==> src/rtl/reset_cause_unit.sv <==
module reset_cause_unit #(
  parameter int unsigned RELEASE_CYCLES = 16
) (
  input  logic       clk,
  input  logic       por_req,
  input  logic       bod_req,
  input  logic       ext_req,
  input  logic       dbg_req,
  input  logic       wdt_timeout,
  input  logic       wr_en,
  input  logic [7:0] wr_data,
  output logic [7:0] status,
  output logic       wd_reset,
  output logic       sys_rst
);
  localparam int CW = $clog2(RELEASE_CYCLES + 1);

  logic [4:0]    flags;
  logic          wd_prev;
  logic [CW-1:0] hold_cnt;

  wire [4:0] src     = {dbg_req, wd_reset, bod_req, ext_req, por_req};
  wire       any_src = |src;

  always_ff @(posedge clk) begin
    wd_prev  <= wdt_timeout;
    wd_reset <= wdt_timeout & ~wd_prev;
  end

  always_ff @(posedge clk) begin
    if (por_req)
      flags <= 5'b00001;
    else
      flags <= (wr_en ? (flags & wr_data[4:0]) : flags) | src;
  end

  always_ff @(posedge clk) begin
    if (any_src)
      hold_cnt <= CW'(RELEASE_CYCLES);
    else if (hold_cnt != '0)
      hold_cnt <= hold_cnt - 1'b1;
  end

  assign sys_rst = any_src | (hold_cnt != '0);
  assign status  = {3'b000, flags};

  p_por_only_r2: assert property (@(posedge clk) disable iff (por_req)
    $past(por_req) |-> (flags == 5'b00001));

  p_set_flags_r3: assert property (@(posedge clk) disable iff (por_req)
    any_src |=> ((flags & $past(src)) == $past(src)));

  p_wd_one_clock_r4: assert property (@(posedge clk) disable iff (por_req)
    wd_reset |=> !wd_reset);

  p_clear_zero_r5: assert property (@(posedge clk) disable iff (por_req)
    (wr_en && !any_src) |=> ((flags & ~$past(wr_data[4:0])) == 5'b0));

  p_hold_r7: assert property (@(posedge clk) disable iff (por_req)
    any_src |=> sys_rst);
endmodule

==> config.mk <==
export PLATFORM = sky130hd
export DESIGN_NAME = reset_cause_unit
export DESIGN_NICKNAME = d
export VERILOG_FILES = /design/src/rtl/reset_cause_unit.sv
export SDC_FILE = /design/constraint.sdc
export NUM_CORES = 1
export LEC_CHECK = 0
export CORE_MARGIN = 1
export CORE_UTILIZATION = 35
export CTS_BUF_LIST = sky130_fd_sc_hd__clkbuf_8 sky130_fd_sc_hd__clkbuf_16
export CTS_CLUSTER_SIZE = 12
export DETAILED_ROUTE_END_ITERATION = 10
export PLACE_DENSITY = 0.73
export SYNTH_ARGS = -nofsm -noshare
export SYNTH_HDL_FRONTEND = slang
export SYNTH_SLANG_ARGS = --single-unit
==> constraint.sdc <==
create_clock -name clk -period 1.9 [get_ports clk]
set_clock_uncertainty 0.1 [all_clocks]
set_input_delay 0.57 -clock clk [delete_from_list [all_inputs] [get_ports clk]]
set_output_delay 0.57 -clock clk [all_outputs]
set_load 0.01 [all_outputs]
==> results.md <==
* Syn. warnings at 0
* Crit path arrival time at 1190 ps
* Multi-input combinational cell area at 295.3 um^2
* Number of distinct library cell variants in the gate-level netlist after synthesis at 18
* F_max at 536.2 MHz
* Sequential area share after synthesis at 0.4717
* Count of hold buffers inserted by post-cts repair at 0
* Power density relative to cell area at 652.6 nW/um^2
* Total design power at 0.5903 mW
* Detailed-router iteration count before antenna repair at 1
* Fraction of final layout cells with drive strength greater than 1 at 0.3956
* Clock tree sinks at 12
* Number of violations reported at the end of detailed-routing iteration 0 at 0
* Count of H-tree levels built during CTS at 1
* Maximum buffer depth of the clock tree at 2
* Synthesized area divided by synthesized cell count at 9.430 um^2
* Period minus WS final at 1865 ps
* Crit path max fanout at 2
* Cell depth of the worst hold path at 1
* Crit share post-route at 0.9815
* Yosys reg bits at 12
* Leading area contributor after synthesis: sky130_fd_sc_hd__dfxtp_1
* Element type at the critical path end: output pin
* Final cell count without fillers at 106
* Worst Hold Slack at 282.7 ps
* CP Launch Point: dbg_req
* Total setup violations reported at the end of the flow at 0
* Gate count of the mapped netlist at 54
* MaxCap Viol Count at 0
* Number of cells after detailed placement at 93
* Horizontal extent of the die at 40.15 um
* Net total in the final layout at 110
* Initial Utilization at 0.3818
* Site Rows at 13
* Wire length of the first global-routing pass at 1711 um
* Post-route antenna net violation count at 0
* Maximum number of pins on one net before global-route repair at 7
* Post-detailed-route via-to-cell ratio at 4.481
* Required arrival time at the worst endpoint at 1230 ps
* Minimum setup slack among reg-to-reg paths at 60 ps
* Top-level port count at 25
* Number of failing hold endpoints at the final stage at 0
* Crit start category: input port
* Grt ovf at 0
* Diodes inserted at 0
* Setup repair after global routing missed its margin: yes
* Hold Path End: wd_reset$_DFF_P_
* CTS Root Cell: sky130_fd_sc_hd__clkbuf_8
* DRC errors left at 0
* Worst-skew pair later-pin latency at 230 ps
* Final max-slew violation count at 0
* Sequential cell area at 242.7 um^2
* Reg2Reg Depth at 11
* Critical register-to-register path startpoint: hold_cnt[1]$_SDFFE_PP0P_
* Number of global-route vias before repair at 418
* Netlist area before placement at 509.2 um^2
* Fillcell total at 115
* CTS tree: built
* IO Port Bufs at 18
* Floorplan Core Area at 1334 um^2
* Placer congestion estimate at 0.6060
* Class of the most critical setup path: in -> out
* Highest ir drop seen on vdd at 412.4 uV
* Average routed wire per standard cell at 10.17 um
* Initial antenna violation count at 0
* Endpoint of the worst register-to-register path: hold_cnt[4]$_SDFFE_PP1P_
* Total wire length at 1078 um
* Number of vias in the routed layout at 475
* Tot GR Track Use at 0.1669
* Clock-pin transition on the worst setup and hold timing paths at 50 ps
* PnR worst setup slack at 35.18 ps
* Total die area at 1612 um^2
* Leakage dissipation at 0.3895 nW
* Status: complete, no violations
* Pre-CTS setup slack at -718.8 ps
* Number of buffers created by CTS at 3
* Ranking of synthesized cells by area: sky130_fd_sc_hd__dfxtp_1 (47%), sky130_fd_sc_hd__nand2b_1 (6.1%), sky130_fd_sc_hd__nor2_1 (5.2%)
* Fraction of post-synthesis cell area in the top cell type by area at 0.4717
* Floorplan die height at 40.15 um
* Class of the tightest hold or removal check: reg -> reg
* Relative area change from synthesis to final layout at 77.64%
* Min-delay src: wd_prev$_DFF_P_
-- through the flow --
step	setup TNS (ps)	instance area (um^2)	utilization
6_report	0	904.6	0.6782
5_1_grt	-29.64	904.6	0.6782
4_1_cts	-0.9089	832.0	0.6238
3_5_place_dp	-718.8	745.7	0.5591
3_3_place_gp	-701.6	745.7	0.5591
2_1_floorplan	0	516.7	-
-- timing repair --
action                     in CTS  in global routing
resized for setup              21                 14
hold endpoints to repair        0                  0
setup endpoints to repair       1                  2
buffers inserted                7                  3
pin swaps                       5                  5
-- cells in the final DEF, fill, tap and decap left out, types with 2 or more instances in the layout --
master,count
sky130_fd_sc_hd__buf_4,17
sky130_fd_sc_hd__clkdlybuf4s50_1,12
sky130_fd_sc_hd__dfxtp_1,10
sky130_fd_sc_hd__nor2_1,6
sky130_fd_sc_hd__nand2b_1,5
sky130_fd_sc_hd__a21oi_1,4
sky130_fd_sc_hd__xnor2_1,3
sky130_fd_sc_hd__nor3_1,3
sky130_fd_sc_hd__conb_1,3
sky130_fd_sc_hd__clkbuf_8,3
sky130_fd_sc_hd__inv_2,2
sky130_fd_sc_hd__nor2b_1,2
sky130_fd_sc_hd__nand2_1,2
sky130_fd_sc_hd__ha_4,2
sky130_fd_sc_hd__dfxtp_2,2
sky130_fd_sc_hd__buf_6,2
-- cell type report --
class,count,area share
Timing Repair Buffer,35,0.3306
Multi-Input combinational cell,39,0.3264
Sequential cell,12,0.2683
Clock buffer,3,0.04564
Tap cell,15,0.02075
Inverter,2,0.008299
-- power by group --
group / internal, mW / switching (mW)
sequential: 0.265 / 0.00804
combinational: 0.0629 / 0.0362
clock: 0.139 / 0.0798
-- logic make-up after synthesis --
| group | Yosys count | synth area share |
|---|---|---|
| compound gates | 6 | 0.06881 |
| xor+xnor | 3 | 0.05161 |
| fa+ha+maj | 2 | 0.04913 |
| buf+inv | 5 | 0.05897 |
| flops | 12 | 0.4717 |
| mux | 1 | 0.01966 |
| other cells | 1 | 0.007364 |
| simple gates | 24 | 0.2727 |
-- routing by layer --
metal | global-route usage | up-vias | wire, um | share of wire
met4 | 0.1034 | 0 | 10 | 0.0093
met1 | 0.1797 | 212 | 405 | 0.38
met5 | 0 | - | 0 | 0
met2 | 0.2984 | 18 | 590 | 0.55
li1 | - | 243 | - | -
met3 | 0.02778 | 2 | 72 | 0.067
-- synthesized netlist by cell type (all sizes together) --
| cell type | instances |
|---|---|
| a211oi | 1 |
| a21o | 1 |
| a21oi | 4 |
| and2 | 1 |
| buf | 3 |
| conb | 1 |
| dfxtp | 12 |
| ha | 2 |
| inv | 2 |
| mux2i | 1 |
| nand2 | 3 |
| nand2b | 5 |
| nor2 | 7 |
| nor2b | 2 |
| nor3 | 4 |
| nor3b | 1 |
| nor4b | 1 |
| xnor2 | 3 |
-- state kept, by name, summed over array words and instances (netlist names) --
| register | count |
|---|---|
| flags | 5 |
| hold_cnt | 5 |
| wd_prev | 1 |
| wd_reset | 1 |
-- critical path, cell delays in order --
cell                              delay [ps]
sky130_fd_sc_hd__clkdlybuf4s15_1         190
sky130_fd_sc_hd__nor2_2                  100
sky130_fd_sc_hd__and2_4                  150
sky130_fd_sc_hd__nand2_2                  50
sky130_fd_sc_hd__buf_6                   120
-- worst max-delay path by stage --
| stage | endpoint | slack, ps | cells past startpoint |
|---|---|---|---|
| after floorplan | sys_rst | 230 | 4 |
| after global placement | sys_rst | -700 | 5 |
| after detailed placement | sys_rst | -720 | 5 |
| after CTS | sys_rst | -0.9 | 5 |
| after global routing | sys_rst | -30 | 5 |
| final | sys_rst | 40 | 5 |
No activity file was read; power rests on OpenSTA's default activity.
